--- src/rtl/conv_seq_pkg.sv ---
// Package: shared types for the converter enable sequencer.
// Assumes: used by every module of conv_en_seq; holds no logic.
package conv_seq_pkg;

    // Sequencer states: idle, start pending, running, stop pending, faulted
    typedef enum logic [2:0] {
        SQ_OFF = 3'd0,
        SQ_UPW = 3'd1,
        SQ_ON  = 3'd2,
        SQ_DNW = 3'd3,
        SQ_FLT = 3'd4
    } seq_state_e;

    // Device power states; only standby and active permit running
    typedef enum logic [1:0] {
        PS_OFF  = 2'd0,
        PS_STBY = 2'd1,
        PS_ACT  = 2'd2,
        PS_TRAN = 2'd3
    } pwr_state_e;

endpackage

--- src/rtl/cseq_src_sel.sv ---
// Module: cseq_src_sel
// Resolves the enable request from the register bit, the selected pin and
// the power state, and detects edges on the selected pin level.
// Assumes: pins are already synchronised to clk; select 0 means register control.
module cseq_src_sel #(
    parameter int NPIN  = 3,
    parameter int SEL_W = 2
) (
    input  logic             clk,
    input  logic             rst_n,
    input  logic             en_reg,
    input  logic [SEL_W-1:0] sel,
    input  logic [NPIN-1:0]  pins,
    input  logic [1:0]       pwr_state,
    output logic             req,
    output logic             pin_mode,
    output logic             pin_lvl,
    output logic             pin_rise,
    output logic             hard_off
);
    import conv_seq_pkg::*;

    logic state_ok;
    logic pin_q;
    logic [NPIN:0] lvl_tab;

    // Build a lookup where entry 0 is unused and entry k is pin k-1
    assign lvl_tab[0] = 1'b0;
    for (genvar g = 0; g < NPIN; g++) begin : g_tab
        assign lvl_tab[g+1] = pins[g];
    end

    // Decode power state permission and the selected pin level
    always_comb begin
        state_ok = (pwr_state == PS_STBY) || (pwr_state == PS_ACT);
        pin_mode = (sel != '0);
        pin_lvl  = 1'b0;
        for (int k = 1; k <= NPIN; k++) begin
            if (int'(sel) == k) pin_lvl = lvl_tab[k];
        end
    end

    // Register the selected level to find its edges
    always_ff @(posedge clk) begin
        if (!rst_n) pin_q <= 1'b0;
        else        pin_q <= pin_lvl;
    end

    // Combine gating terms into the request and the immediate-off condition
    always_comb begin
        hard_off = !en_reg || !state_ok;
        req      = !hard_off && (!pin_mode || pin_lvl);
        pin_rise = pin_mode && pin_lvl && !pin_q;
    end

endmodule

--- src/rtl/cseq_dly_cnt.sv ---
// Module: cseq_dly_cnt
// Loadable tick-driven down counter shared by the start and stop delays.
// Assumes: tick is a one-cycle pulse; expire is only consulted in wait states.
module cseq_dly_cnt #(
    parameter int W = 4
) (
    input  logic         clk,
    input  logic         rst_n,
    input  logic         load,
    input  logic [W-1:0] load_val,
    input  logic         tick,
    output logic         expire
);
    logic [W-1:0] cnt;

    // Load on request, otherwise count down one step per tick
    always_ff @(posedge clk) begin
        if (!rst_n)                   cnt <= '0;
        else if (load)                cnt <= load_val;
        else if (tick && cnt != '0)   cnt <= cnt - 1'b1;
    end

    // The final tick of a loaded delay ends it
    assign expire = tick && (cnt == W'(1));


    // without a load or a tick the count must not move
    cnt_hold_chk: assert property (@(posedge clk) disable iff (!rst_n)
        (!load && !tick) |=> $stable(cnt));

endmodule

--- src/rtl/cseq_sc_wdog.sv ---
// Module: cseq_sc_wdog
// Start-up short-circuit watchdog: counts clock cycles while running and
// the threshold comparator has not yet been seen high.
// Assumes: LIM >= 2 is the number of cycles in the allowed window.
module cseq_sc_wdog #(
    parameter int LIM = 200000
) (
    input  logic clk,
    input  logic rst_n,
    input  logic run,
    input  logic vout_ok,
    output logic fire
);
    localparam int CW = $clog2(LIM + 1);
    localparam logic [CW-1:0] LAST = CW'(LIM - 1);

    logic [CW-1:0] cnt;
    logic          seen;

    // Remember that the output reached its threshold during this run
    always_ff @(posedge clk) begin
        if (!rst_n || !run) seen <= 1'b0;
        else if (vout_ok)   seen <= 1'b1;
    end

    // Count cycles of an unconfirmed run
    always_ff @(posedge clk) begin
        if (!rst_n || !run || seen || vout_ok) cnt <= '0;
        else if (cnt != LAST)                  cnt <= cnt + 1'b1;
    end

    // Window exhausted with no confirmation
    assign fire = run && !seen && !vout_ok && (cnt == LAST);


    // the window count never passes its last value
    cnt_bound_chk: assert property (@(posedge clk) disable iff (!rst_n)
        cnt <= LAST);


    // once confirmed, the same run never times out
    no_fire_seen_chk: assert property (@(posedge clk) disable iff (!rst_n)
        (run && seen) |-> !fire);

endmodule

--- src/rtl/cseq_fsm.sv ---
// Module: cseq_fsm
// Sequencer state machine: applies delays to pin edges, acts at once on
// register or power-state changes, and enters a fault state on timeout.
// Assumes: inputs come from cseq_src_sel, cseq_dly_cnt and cseq_sc_wdog.
module cseq_fsm #(
    parameter int W = 4
) (
    input  logic         clk,
    input  logic         rst_n,
    input  logic         req,
    input  logic         pin_mode,
    input  logic         pin_lvl,
    input  logic         pin_rise,
    input  logic         hard_off,
    input  logic         fire,
    input  logic         expire,
    input  logic [W-1:0] dly_on,
    input  logic [W-1:0] dly_off,
    output logic         load,
    output logic [W-1:0] load_val,
    output logic         run
);
    import conv_seq_pkg::*;

    seq_state_e st, nxt;

    // Next-state and delay-load decision
    always_comb begin
        nxt      = st;
        load     = 1'b0;
        load_val = dly_on;
        case (st)
            SQ_OFF: begin
                if (req) begin
                    if (pin_mode && pin_rise && dly_on != '0) begin
                        nxt  = SQ_UPW;
                        load = 1'b1;
                    end else begin
                        nxt = SQ_ON;
                    end
                end
            end
            SQ_UPW: begin
                if (!req)                      nxt = SQ_OFF;
                else if (!pin_mode || expire)  nxt = SQ_ON;
            end
            SQ_ON: begin
                if (fire)          nxt = SQ_FLT;
                else if (hard_off) nxt = SQ_OFF;
                else if (pin_mode && !pin_lvl) begin
                    if (dly_off == '0) nxt = SQ_OFF;
                    else begin
                        nxt      = SQ_DNW;
                        load     = 1'b1;
                        load_val = dly_off;
                    end
                end
            end
            SQ_DNW: begin
                if (fire)                      nxt = SQ_FLT;
                else if (hard_off)             nxt = SQ_OFF;
                else if (!pin_mode || pin_lvl) nxt = SQ_ON;
                else if (expire)               nxt = SQ_OFF;
            end
            SQ_FLT: begin
                if (!req) nxt = SQ_OFF;
            end
            default: nxt = SQ_OFF;
        endcase
    end

    // State register
    always_ff @(posedge clk) begin
        if (!rst_n) st <= SQ_OFF;
        else        st <= nxt;
    end

    assign run = (st == SQ_ON) || (st == SQ_DNW);


    // a withdrawn request during a pending start returns to idle
    up_cancel_chk: assert property (@(posedge clk) disable iff (!rst_n)
        (st == SQ_UPW && !req) |=> (st == SQ_OFF));


    // a faulted channel holds off while its request persists
    flt_hold_chk: assert property (@(posedge clk) disable iff (!rst_n)
        (st == SQ_FLT && req) |=> (st == SQ_FLT));


    // an expiring stop delay with the pin still low ends the run
    dn_expire_chk: assert property (@(posedge clk) disable iff (!rst_n)
        (st == SQ_DNW && !fire && !hard_off && pin_mode && !pin_lvl && expire) |=> !run);

endmodule

--- src/rtl/conv_en_seq.sv ---
// Module: conv_en_seq (top)
// Enable sequencer for one converter channel: source selection, pin-edge
// delays, start-up short-circuit watchdog and a sticky interrupt flag.
// Assumes: all inputs synchronous to clk; CYC_PER_MS clock cycles per ms.
module conv_en_seq #(
    parameter int CYC_PER_MS = 200000,
    parameter int DLY_W      = 4,
    parameter int NPIN       = 3,
    parameter int SEL_W      = 2
) (
    input  logic             clk,
    input  logic             rst_n,
    input  logic             en_reg,
    input  logic [SEL_W-1:0] ctl_sel,
    input  logic [NPIN-1:0]  en_pin,
    input  logic [DLY_W-1:0] dly_on,
    input  logic [DLY_W-1:0] dly_off,
    input  logic             dly_tick,
    input  logic             vout_ok,
    input  logic [1:0]       pwr_state,
    input  logic             sc_irq_clr,
    output logic             conv_run,
    output logic             sc_irq
);
    import conv_seq_pkg::*;

    logic             req, pin_mode, pin_lvl, pin_rise, hard_off;
    logic             fire, expire, load;
    logic [DLY_W-1:0] load_val;
    logic             irq_q;

    cseq_src_sel #(.NPIN(NPIN), .SEL_W(SEL_W)) u_src (
        .clk(clk), .rst_n(rst_n), .en_reg(en_reg), .sel(ctl_sel),
        .pins(en_pin), .pwr_state(pwr_state), .req(req),
        .pin_mode(pin_mode), .pin_lvl(pin_lvl), .pin_rise(pin_rise),
        .hard_off(hard_off)
    );

    cseq_dly_cnt #(.W(DLY_W)) u_dly (
        .clk(clk), .rst_n(rst_n), .load(load), .load_val(load_val),
        .tick(dly_tick), .expire(expire)
    );

    cseq_sc_wdog #(.LIM(CYC_PER_MS)) u_wdog (
        .clk(clk), .rst_n(rst_n), .run(conv_run), .vout_ok(vout_ok),
        .fire(fire)
    );

    cseq_fsm #(.W(DLY_W)) u_fsm (
        .clk(clk), .rst_n(rst_n), .req(req), .pin_mode(pin_mode),
        .pin_lvl(pin_lvl), .pin_rise(pin_rise), .hard_off(hard_off),
        .fire(fire), .expire(expire), .dly_on(dly_on), .dly_off(dly_off),
        .load(load), .load_val(load_val), .run(conv_run)
    );

    // Sticky interrupt: a new fault outranks a clear in the same cycle
    always_ff @(posedge clk) begin
        if (!rst_n)          irq_q <= 1'b0;
        else if (fire)       irq_q <= 1'b1;
        else if (sc_irq_clr) irq_q <= 1'b0;
    end

    assign sc_irq = irq_q;


    // a low register bit stops the channel by the next clock
    reg_off_chk: assert property (@(posedge clk) disable iff (!rst_n)
        !en_reg |=> !conv_run);


    // a power state other than standby or active stops the channel
    pwr_gate_chk: assert property (@(posedge clk) disable iff (!rst_n)
        !(pwr_state == PS_STBY || pwr_state == PS_ACT) |=> !conv_run);


    // the flag holds unless a clear arrives
    irq_sticky_chk: assert property (@(posedge clk) disable iff (!rst_n)
        (sc_irq && !sc_irq_clr) |=> sc_irq);


    // a timeout raises the flag and stops the channel together
    irq_set_chk: assert property (@(posedge clk) disable iff (!rst_n)
        fire |=> (sc_irq && !conv_run));

endmodule

--- config.mk ---
export PLATFORM = sky130hd
export DESIGN_NAME = conv_en_seq
export DESIGN_NICKNAME = d
export VERILOG_FILES = /design/src/rtl/conv_seq_pkg.sv /design/src/rtl/cseq_src_sel.sv /design/src/rtl/cseq_dly_cnt.sv /design/src/rtl/cseq_sc_wdog.sv /design/src/rtl/cseq_fsm.sv /design/src/rtl/conv_en_seq.sv
export SDC_FILE = /design/constraint.sdc
export NUM_CORES = 1
export LEC_CHECK = 0
export BUFFER_PORTS_ARGS = -buffer_cell sky130_fd_sc_hd__buf_2
export CORE_MARGIN = 4
export CORE_UTILIZATION = 60
export DETAILED_ROUTE_END_ITERATION = 6
export HOLD_SLACK_MARGIN = 0.12
export PLACE_DENSITY = 0.83
export SYNTH_ARGS = -nofsm -noshare
export SYNTH_HDL_FRONTEND = slang
export SYNTH_SLANG_ARGS = --single-unit
--- constraint.sdc ---
create_clock -name clk -period 5.2 [get_ports clk]
set_input_delay 0.52 -clock clk [delete_from_list [all_inputs] [get_ports clk]]
set_output_delay 0.52 -clock clk [all_outputs]
set_load 0.005 [all_outputs]
==> out/results.tsv, run 1 <==
stage	metric	value	unit
floorplanning	# IOs	23	
drt	Antenna Nets Post-Route	0	
global_route	global-route wire length before repair	5820	um
floorplanning	Die ar.	3450	um^2
drt	DRT iter0 DRCs	66	
status	status	finished clean	
drt	Avg Vias per Cell	6.11	
logic_synthesis	post-synthesis instance area	1550	um^2
timing	Final min period	2.10	ns
critical_path	crit-path max cell delay	0.53	ns
timing	Setup TNS Final	0	ns
floorplanning	Initial Utilization	62.4	%
cells_and_area	fin util	70.0	%
cells_and_area	Antenna diodes	0	
cells_and_area	Layout Nets	231	
floorplanning	# rows	18	
global_route	vias in the first global route	1391	
critical_path	CP Max Fanout	8	
drt	drt first pass iters	5	
critical_path	Worst Setup End Kind	register	
pwr	Peak VDD IR	0.243	mV
timing	Slew HR	53.6	%
logic_synthesis	Synth Warn #	0	
pwr	Lkg Pwr	0.000628	uW
logic_synthesis	Main synth FF type	dfxtp_1	
cells_and_area	layout cell share with drive strength beyond 1	17.5	%
timing	Max Fclk	0.476	GHz
floorplanning	core area	2480	um^2
timing	Pins Over Slew Limit	0	
logic_synthesis	EDFF count, synth	0	
critical_path	internal reg-to-reg setup slack	3.10	ns
timing	fin crit share	40.4	%
logic_synthesis	Post-Syn Area per Cell	8.44	um^2
logic_synthesis	syn_nets	207	
floorplanning	die span in y	58.8	um
place	PortBufs	22	
timing	Hold Vio Cnt, Final	0	
timing	Worst Clk Skew	0.00661	ns
place	Final HPWL DP	2700	um
critical_path	CP startpoint kind	register	
clock_network	Clock Latency Late Sink	0.33	ns
drt	DR vias	1442	
clock_network	Longest Clk Path Bufs	2	
critical_path	CP cell instances	nor2b_1 > nand3_1 > a211oi_2 > nand2_1 > a32oi_1 > a211oi_1	
global_route	largest net degree at the start of global routing	19	
clock_network	clk slew on worst S/H paths	0.14	ns
critical_path	CP Data Arrival Time	2.32	ns
drt	drt drc	0	
cells_and_area	Fillers	199	
clock_network	CTS sink cnt	28	
global_route	initial antenna violation count	0	
cells_and_area	Area growth, synth to finish	12.2	%
clock_network	hold_buf cts	0	
floorplanning	Die X	58.8	um
drt	final WL	3480	um
logic_synthesis	Synth Instances	183	
pwr	PwrDens	288	nW/um^2
place	Post-Place Cell Area	1680	um^2
run	Max Cap Viol	0	
timing	unrepaired setup endpoints after global routing	false	
clock_network	number of buffers created by CTS	3	
critical_path	slowest cell on the critical path	dfxtp_1	
place	Place WS	2.91	ns
timing	final setup violation count	0	
clock_network	Post-CTS Setup Bufs	0	
hold_path	Hold Crit Class	in -> reg	
global_route	GR Util All Layers	21.5	%
logic_synthesis	async set-reset flop share out of synthesis	0	%
cells_and_area	area occupied by multi-input gates	943	um^2
drt	WL/cell	14.8	um
logic_synthesis	sequential area share after synthesis	36.3	%
place	GPL Wtd Cong	0.963	
critical_path	Buf/Inv on CP	0	
clock_network	H-tree depth	1	
clock_network	clock root cell	clkbuf_4	
global_route	global route overflow	0	
clock_network	CTS-repair resized insts	0	
critical_path	kind of critical path	reg -> reg	
logic_synthesis	post-synthesis cell type count	42	
cells_and_area	final instance area	1730	um^2
critical_path	CP Data Required Time	5.42	ns
clock_network	CTS tree	yes	
logic_synthesis	synthesis-stage register bit count	28	
timing	worst-margin pin slew	0.694	ns
timing	PnR worst setup slack	3.10	ns
critical_path	crit-path leading delay family	compound AO/OA/AOI/OAI gates	
cells_and_area	sequential cell area	561	um^2
pwr	total power	499	uW
## cells in the mapped netlist, types with 2 or more instances
master    count  area, um^2
a211oi_1      4        30.0
a21oi_1      11        55.1
a221oi_1      3        26.3
a32oi_1       4        35.0
and2_1        2        12.5
and3_1        7        43.8
clkbuf_1      3        11.3
dfxtp_1      28         561
ha_1          3        37.5
inv_1         8        30.0
mux2i_1       2        20.0
nand2_1      15        56.3
nand3_1      11        55.1
nand4_1       3        18.8
nor2_1       22        82.6
nor3_1        6        30.0
nor4_1        3        18.8
o21ai_0       7        35.0
or3_1         4        25.0
xnor2_1       6        52.6
xor2_1       10        87.6
## area by class of cell
class | count | area share, %
Timing Repair Buffer | 22 | 6.35
Clock inverter | 1 | 1.73
Clock buffer | 3 | 1.30
Inverter | 8 | 1.73
Multi-Input combinational cell | 144 | 54.4
Sequential cell | 28 | 32.3
Tap cell | 30 | 2.16
## cell families (layout without fill, tap and decap cells)
kind of cell / after synthesis / count (layout) / share of synthesized area [%]
buffers and inverters: 11 / 34 / 2.67
DFF: 28 / 28 / 36.3
and+or+nand+nor: 85 / 85 / 29.1
xor gates and xnor gates: 16 / 16 / 9.07
AOI/OAI and AO/OA: 37 / 37 / 18.5
muxes: 3 / 3 / 2.02
adders and majority gates: 3 / 3 / 2.43
## report_power, final
part | leakage (uW) | total (uW) | internal (uW) | switching [uW]
clock | 0.0000279 | 141 | 77.9 | 63.5
combinational | 0.000373 | 114 | 53.3 | 60.4
sequential | 0.000226 | 243 | 228 | 15.9
## tightest hold or removal path, delay by kind of cell
| kind | cells | cell delay (ns) |
|---|---|---|
| simple gates | 1 | 0.09 |
| compound gates | 1 | 0.06 |
| buf+inv | 1 | 0.07 |
## worst paths after layout
check	end	cells after the start	from
max	u_dly.cnt[1]$_SDFFE_PN0P_	6	u_fsm.st[1]$_SDFFE_PN0P_
min	sc_irq$_SDFFE_PN0P_	3	sc_irq_clr
max reg2reg	u_dly.cnt[1]$_SDFFE_PN0P_	6	u_fsm.st[1]$_SDFFE_PN0P_
min reg2reg	sc_irq$_SDFFE_PN0P_	2	sc_irq$_SDFFE_PN0P_
## registers in the layout, indices dropped and copies added (netlist names)
register     count
u_src.pin_q      1
u_dly.cnt        4
sc_irq           1
u_fsm.st         3
u_wdog.seen      1
u_wdog.cnt      18
## metal layers
metal	track usage [%]	vias to the layer above	routed length, um
met3	3.07	6	229
li1	-	717	-
met2	36.9	46	1700
met4	7.44	0	42
met5	0	-	0
met1	27.5	673	1510
## layout by cell type (no fill, tap or decap), drive strengths merged, types with 4 or more instances in the layout
cell and instances:
a211oi 5, nor3 6, nand2 15, buf 22, o21ai 7, and3 7, xnor2 6, inv 8
a21oi 11, or3 4, nand3 11, dfxtp 28, xor2 10, nor2 22, a32oi 4
## metrics by stage
step / cells / hold WS, ns
after global routing: 236 / 0.445
after CTS: 236 / 0.443
after floorplan: 183 / 0.459
after global placement: 232 / 0.454
final: 236 / 0.447
after detailed placement: 232 / 0.470
Note: power is estimated with default switching activity, not from simulation.
==> run 2: changes to the inputs <==
Settings changed: ABC_AREA from default to 1, CORE_UTILIZATION 60 to 52, PLACE_DENSITY 0.83 to 0.75.
Clock period 5.2 ns to 1.8 ns, I/O delays scaled along.
==> out/results.tsv, run 2 <==
stage	metric	value	unit	change
status	status	finished clean		
hold_path	min-delay src	vout_ok		
global_route	initial antenna violation count	0		unchanged
cells_and_area	most common cell after layout, fill and taps aside	nand2_1		
floorplanning	# IOs	23		unchanged
logic_synthesis	Main synth FF type	dfxtp_1		
floorplanning	# rows	21		+3
logic_synthesis	async set-reset flop share out of synthesis	0	%	unchanged
critical_path	internal reg-to-reg setup slack	0.16	ns	-2.94 ns
drt	final WL	4030	um	+16%
pwr	Int Power	1000	uW	+180%
critical_path	crit path from	u_wdog.cnt[0]$_SDFFE_PP0P_		
drt	WL/cell	11.5	um	-22%
floorplanning	Die ar.	4600	um^2	+33%
cells_and_area	non-filler cells, final	352		+49%
logic_synthesis	most common cell in the netlist	nand2_1		
critical_path	CP Max Fanout	8		unchanged
timing	Pins Over Slew Limit	0		unchanged
cells_and_area	Fillers	308		+55%
clock_network	Clock Latency Late Sink	0.34	ns	about the same
cells_and_area	layout cell share with drive strength beyond 1	22.9	%	+5.4 points
cells_and_area	max reg flops	18		unchanged
floorplanning	Initial Utilization	54.9	%	-7.4 points
drt	drt drc	0		unchanged
clock_network	number of buffers created by CTS	3		unchanged
clock_network	H-tree depth	1		unchanged
floorplanning	die span in y	67.8	um	+15%
critical_path	kind of critical path	reg -> reg		
global_route	largest net degree at the start of global routing	16		-3
cells_and_area	largest register by flop count	u_wdog.cnt		
timing	Worst Clk Skew	0.00542	ns	-0.00119 ns
logic_synthesis	largest area contributor in the netlist	dfxtp_1		
pwr	register share of total power	45.9	%	-2.9 points
drt	Antenna Nets Post-Route	0		unchanged
logic_synthesis	synthesis-stage register bit count	28		unchanged
logic_synthesis	syn_nets	299		+44%
pwr	Switch Pwr	529	uW	+280%
pwr	Lkg Pwr	0.000895	uW	+43%
drt	DR vias	1803		+25%
logic_synthesis	Commonest cells post-synth	nand2_1 (52), inv_1 (34), nor2_1 (29)		
floorplanning	Die X	67.8	um	+15%
logic_synthesis	Synth Warn #	0		unchanged
global_route	vias in the first global route	1540		+11%
cells_and_area	Antenna diodes	0		unchanged
pwr	Sw Ratio	34.5	%	+6.4 points
pwr	Logic pwr share	33.1	%	+10 points
clock_network	CTS tree	yes		
cells_and_area	Layout Nets	331		+43%
timing	Final min period	1.64	ns	-0.463 ns
drt	DRT iter0 DRCs	196		+200%
clock_network	clk slew on worst S/H paths	0.16	ns	+0.02 ns
pwr	Clk pwr share	21.0	%	-7.4 points
timing	Slew HR	70.5	%	+17 points
cells_and_area	Area growth, synth to finish	13.6	%	
critical_path	CP Data Required Time	2.09	ns	-3.33 ns
global_route	GR Util All Layers	18.0	%	-3.6 points
hold_path	Hold Crit Class	in -> reg		
place	Final HPWL DP	3080	um	+14%
cells_and_area	Largest regs	u_wdog.cnt (18), u_dly.cnt (4), u_fsm.st (3)		
timing	final setup violation count	0		unchanged
global_route	global-route wire length before repair	6460	um	+11%
drt	drt first pass iters	4		-1
logic_synthesis	sequential area share after synthesis	30.1	%	-6.2 points
logic_synthesis	post-synthesis cell type count	34		-19%
pwr	Peak VDD IR	0.756	mV	+210%
critical_path	origin of the critical flop-to-flop path	u_wdog.cnt[0]$_SDFFE_PP0P_		
floorplanning	core area	3390	um^2	+37%
logic_synthesis	top cells by area, synth	dfxtp_1 (30%), nand2_1 (10%), nand3_1 (7.0%)		
cells_and_area	fin util	62.4	%	-7.6 points
critical_path	CP startpoint kind	register		
clock_network	clock root cell	clkbuf_4		
critical_path	CP Data Arrival Time	1.93	ns	-0.39 ns
cells_and_area	sequential cell area	563	um^2	+0.45%
drt	Avg Vias per Cell	5.12		-16%
pwr	PwrDens	725	nW/um^2	+150%
critical_path	Worst Setup End Kind	register		
timing	fin crit share	91.0	%	+51 points
run	Max Cap Viol	0		unchanged
cells_and_area	area occupied by multi-input gates	1140	um^2	+21%
logic_synthesis	Post-Syn Area per Cell	6.77	um^2	-20%
timing	Setup TNS Final	0	ns	unchanged
place	GPL Wtd Cong	0.860		-11%
logic_synthesis	post-synthesis instance area	1860	um^2	+20%
timing	Max Fclk	0.611	GHz	+28%
timing	worst-margin pin slew	0.439	ns	-0.256 ns
timing	Hold Vio Cnt, Final	0		unchanged
timing	final hold slack	0.197	ns	-0.250 ns
logic_synthesis	share of the synthesized area in the top cell type	30.1	%	-6.2 points
place	placed cells	343		+48%
cells_and_area	most frequent cells in the layout	nand2_1 (52), inv_1 (34), nor2_1 (29)		
logic_synthesis	Synth Instances	275		+50%
global_route	global route overflow	0		unchanged
clock_network	Longest Clk Path Bufs	2		unchanged
place	PortBufs	22		unchanged
logic_synthesis	EDFF count, synth	0		unchanged
clock_network	CTS sink cnt	28		unchanged
## run 2: changes by cell type in the layout (fill, tap and decap cells not counted), sizes merged, moves of 4 or more
cell,previous run,this run
inv,8,40
or3,4,0
nor3,6,12
a32oi,4,0
xor2,10,4
nand2,15,62
nor2,22,40
nand3,11,27
nand4,3,14
a21oi,11,21
buf,22,26
and3,7,2
xnor2,6,1
## run 2: logic make-up after synthesis
| logic type | synth area share (%) |
|---|---|
| adder cells (fa/ha/maj) | 2.02 |
| flip-flops | 30.1 |
| buffers and inverters | 9.48 |
| AO/OA/AOI/OAI | 9.95 |
| AND/OR/NAND/NOR | 46.1 |
| XOR/XNOR | 2.35 |
## run 2: power groups by stage
stage               Combinational [uW]  Sequential (uW)  Clock [uW]
finish                             508              704         321
global route                       569              710         356
CTS                                503              704         332
detailed placement                 495              718           0
global placement                   493              718           0
floorplan                          392              710           0
## run 2: critical path, cell delays in order, from the launching register on
cell	delay, ns
dfxtp_2	0.39
ha_1	0.19
nand3_1	0.15
nor2_4	0.18
nand4_4	0.14
nand3_4	0.14
nand2_4	0.09
clkinv_4	0.07
nand3_1	0.08
a21oi_2	0.14
## run 2: worst paths after layout
check / to / cells after the start
setup / recovery: u_dly.cnt[1]$_SDFFE_PN0P_ / 9
hold / removal: u_wdog.seen$_SDFFE_PP0P_ / 3
setup reg to reg: u_dly.cnt[1]$_SDFFE_PN0P_ / 9
hold reg to reg: u_wdog.cnt[0]$_SDFFE_PP0P_ / 1
## run 2: timing repair
| item | CTS | global route |
|---|---|---|
| hold buffers | 2 | 0 |
| resized for setup | 0 | 2 |
| endpoints found under the hold margin | 2 | 0 |
| buffers inserted | 0 | 2 |
| setup endpoints to repair | 0 | 9 |
## run 2: per-layer routing
layer	GRT usage (%)	up-vias	routed length [um]
met2	27.9	39	1750
met3	2.46	7	167
li1	-	973	-
met1	25.8	784	2050
met4	5.21	0	58
met5	0	-	0
## run 2: layout make-up
class                      instances  share of cell area, %
tap                               46                   2.72
timing repair buffer              28                   7.57
inverter                          41                   7.63
clock buffer                       4                   1.71
multi-input combinational        205                   53.8
sequential                        28                   26.6
## run 2: through the flow
stage	worst slack (ns)	instance area [um^2]	total power, uW
after floorplan	0.251	1860	1100
after global placement	0.171	2030	1210
after detailed placement	0.0875	2030	1210
after CTS	0.0407	2090	1540
after global routing	-0.0106	2120	1640
final	0.163	2120	1530
==> run 3: changes to the inputs <==
Settings changed: BUFFER_PORTS_ARGS -buffer_cell sky130_fd_sc_hd__buf_2 to -buffer_cell sky130_fd_sc_hd__buf_4.
==> out/results.tsv, run 3 (synthesis results as in run 2) <==
stage	metric	value	unit	change
status	status	finished clean		
drt	WL/cell	11.5	um	+0.25%
critical_path	Worst Setup End Kind	register		
cells_and_area	most common cell after layout, fill and taps aside	nand2_1		
place	Final HPWL DP	3220	um	+4.7%
cells_and_area	layout cell share with drive strength beyond 1	23.0	%	+0.15 points
floorplanning	Die X	67.8	um	unchanged
clock_network	Longest Clk Path Bufs	2		unchanged
floorplanning	# IOs	23		unchanged
timing	Final min period	1.66	ns	+0.0260 ns
critical_path	CP Data Required Time	2.09	ns	about the same
place	Place WS	0.101	ns	+0.0137 ns
cells_and_area	Antenna diodes	0		unchanged
hold_path	min-delay src	vout_ok		
cells_and_area	Area growth, synth to finish	15.9	%	
timing	worst-margin pin slew	0.436	ns	-0.00248 ns
pwr	Lkg Pwr	0.000900	uW	+0.53%
drt	Antenna Nets Post-Route	0		unchanged
timing	Max Fclk	0.601	GHz	-1.6%
critical_path	CP Max Fanout	9		+1
clock_network	CTS tree	yes		
clock_network	clk slew on worst S/H paths	0.15	ns	about the same
drt	drt first pass iters	4		unchanged
cells_and_area	Fillers	328		+6.5%
clock_network	CTS sink cnt	28		unchanged
global_route	vias in the first global route	1591		+3.3%
critical_path	internal reg-to-reg setup slack	0.14	ns	-0.03 ns
drt	Avg Vias per Cell	5.08		-0.82%
clock_network	clock root cell	clkbuf_4		
cells_and_area	max reg flops	18		unchanged
place	Post-Place Cell Area	2090	um^2	+3.1%
clock_network	Post-CTS Setup Bufs	0		unchanged
clock_network	Clock Latency Late Sink	0.33	ns	about the same
global_route	GR Util All Layers	18.8	%	+0.85 points
pwr	PwrDens	710	nW/um^2	-2.1%
floorplanning	core area	3390	um^2	unchanged
global_route	global route overflow	0		unchanged
hold_path	hold endpoint	u_wdog.seen$_SDFFE_PP0P_		
floorplanning	die span in y	67.8	um	unchanged
critical_path	kind of critical path	reg -> reg		
critical_path	origin of the critical flop-to-flop path	u_wdog.cnt[0]$_SDFFE_PP0P_		
pwr	Peak VDD IR	0.544	mV	-28%
timing	Pins Over Slew Limit	0		unchanged
global_route	initial antenna violation count	0		unchanged
critical_path	CP Data Arrival Time	1.95	ns	+0.02 ns
drt	drt drc	0		unchanged
drt	DR vias	1778		-1.4%
drt	final WL	4020	um	-0.32%
critical_path	CP startpoint kind	register		
cells_and_area	sequential cell area	563	um^2	unchanged
cells_and_area	largest register by flop count	u_wdog.cnt		
hold_path	Hold Crit Class	in -> reg		
hold_path	Hold Path Cell Cnt	3		unchanged
cells_and_area	area occupied by multi-input gates	1130	um^2	-0.44%
floorplanning	# rows	21		unchanged
timing	final setup violation count	0		unchanged
global_route	largest net degree at the start of global routing	16		unchanged
floorplanning	Initial Utilization	54.9	%	unchanged
cells_and_area	Largest regs	u_wdog.cnt (18), u_dly.cnt (4), u_fsm.st (3)		
cells_and_area	final instance area	2160	um^2	+2.0%
drt	DRT iter0 DRCs	140		-29%
timing	Worst Clk Skew	0.00439	ns	-0.00103 ns
clock_network	H-tree depth	1		unchanged
cells_and_area	Layout Nets	329		-0.60%
place	GPL Wtd Cong	0.878		+2.2%
critical_path	cells on worst reg2reg path	11		+2
cells_and_area	most frequent cells in the layout	nand2_1 (52), inv_1 (34), nor2_1 (28)		
clock_network	number of buffers created by CTS	3		unchanged
timing	Slew HR	70.7	%	+0.17 points
timing	fin crit share	92.4	%	+1.4 points
run	Max Cap Viol	0		unchanged
floorplanning	Die ar.	4600	um^2	unchanged
critical_path	Crit Reg-Reg Endpoint	u_dly.cnt[3]$_SDFFE_PN0P_		
timing	Hold Vio Cnt, Final	0		unchanged
timing	PnR worst setup slack	0.137	ns	-0.0260 ns
global_route	global-route wire length before repair	6790	um	+5.1%
place	PortBufs	22		unchanged
## run 3: cell count changes in the layout (fill, tap and decap cells not counted)
cell	previous run	this run
buf_2	22	0
buf_4	4	25
nand3_1	26	25
nand3_2	0	1
nand4_2	1	0
nor2_1	29	28
nor2_2	5	6
o21ai_0	8	7
o21ai_1	0	1
## run 3: cell type report
type / count / area share [%]
Multi-Input combinational cell: 204 / 52.5
Sequential cell: 28 / 26.1
Timing Repair Buffer: 27 / 9.62
Inverter: 41 / 7.48
Tap cell: 46 / 2.67
Clock buffer: 4 / 1.68
## run 3: power breakdown
part	leakage [uW]	internal (uW)	switching [uW]
Clock	0.0000210	124	184
Combinational	0.000651	224	294
Sequential	0.000228	670	36.3
## run 3: what timing repair did
action,4_1_cts,5_1_grt
endpoints found under the setup margin,0,8
hold endpoints to repair,2,0
hold buffers,2,0
gates resized for setup,0,5
## run 3: worst max-delay path, stage by stage, from the launching register on
cell,delay [ns]
dfxtp_2,0.39
ha_1,0.22
nand3_2,0.13
nor2_4,0.16
nand4_4,0.18
nand3_4,0.15
nand2_4,0.09
clkinv_4,0.07
nand2_2,0.05
nand3_1,0.09
nand2_1,0.06
inv_1,0.04
## run 3: per-layer routing
metal	global-route usage (%)	wire length (um)	vias to the layer above
met5	0	0	-
met4	2.73	19	0
met3	3.61	139	2
met2	29.3	1780	25
met1	27.5	2080	788
li1	-	-	963
## run 3: worst max path at each step
stage	start	endpoint	slack, ns	cells past startpoint
detailed placement	u_wdog.cnt[0]$_SDFFE_PP0P_	u_dly.cnt[3]$_SDFFE_PN0P_	0.10	10
finish	u_wdog.cnt[0]$_SDFFE_PP0P_	u_dly.cnt[3]$_SDFFE_PN0P_	0.14	11
global placement	u_wdog.cnt[0]$_SDFFE_PP0P_	u_dly.cnt[3]$_SDFFE_PN0P_	0.17	11
CTS	u_wdog.cnt[0]$_SDFFE_PP0P_	u_dly.cnt[3]$_SDFFE_PN0P_	0.08	11
global route	u_wdog.cnt[0]$_SDFFE_PP0P_	u_fsm.st[1]$_SDFFE_PN0P_	-0.02	9
floorplan	u_wdog.cnt[0]$_SDFFE_PP0P_	u_dly.cnt[1]$_SDFFE_PN0P_	0.25	9
## run 3: metrics by stage
| stage | utilization, % | power (uW) | cells | hold WS, ns | setup TNS [ns] |
|---|---|---|---|---|---|
| 2_1_floorplan | - | 1100 | 275 | 0.301 | 0 |
| 3_3_place_gp | 61.7 | 1230 | 344 | 0.434 | 0 |
| 3_5_place_dp | 61.7 | 1230 | 344 | 0.440 | 0 |
| 4_1_cts | 63.4 | 1540 | 350 | 0.202 | 0 |
| 5_1_grt | 63.7 | 1660 | 350 | 0.189 | -0.0345 |
| 6_report | 63.7 | 1530 | 350 | 0.217 | 0 |
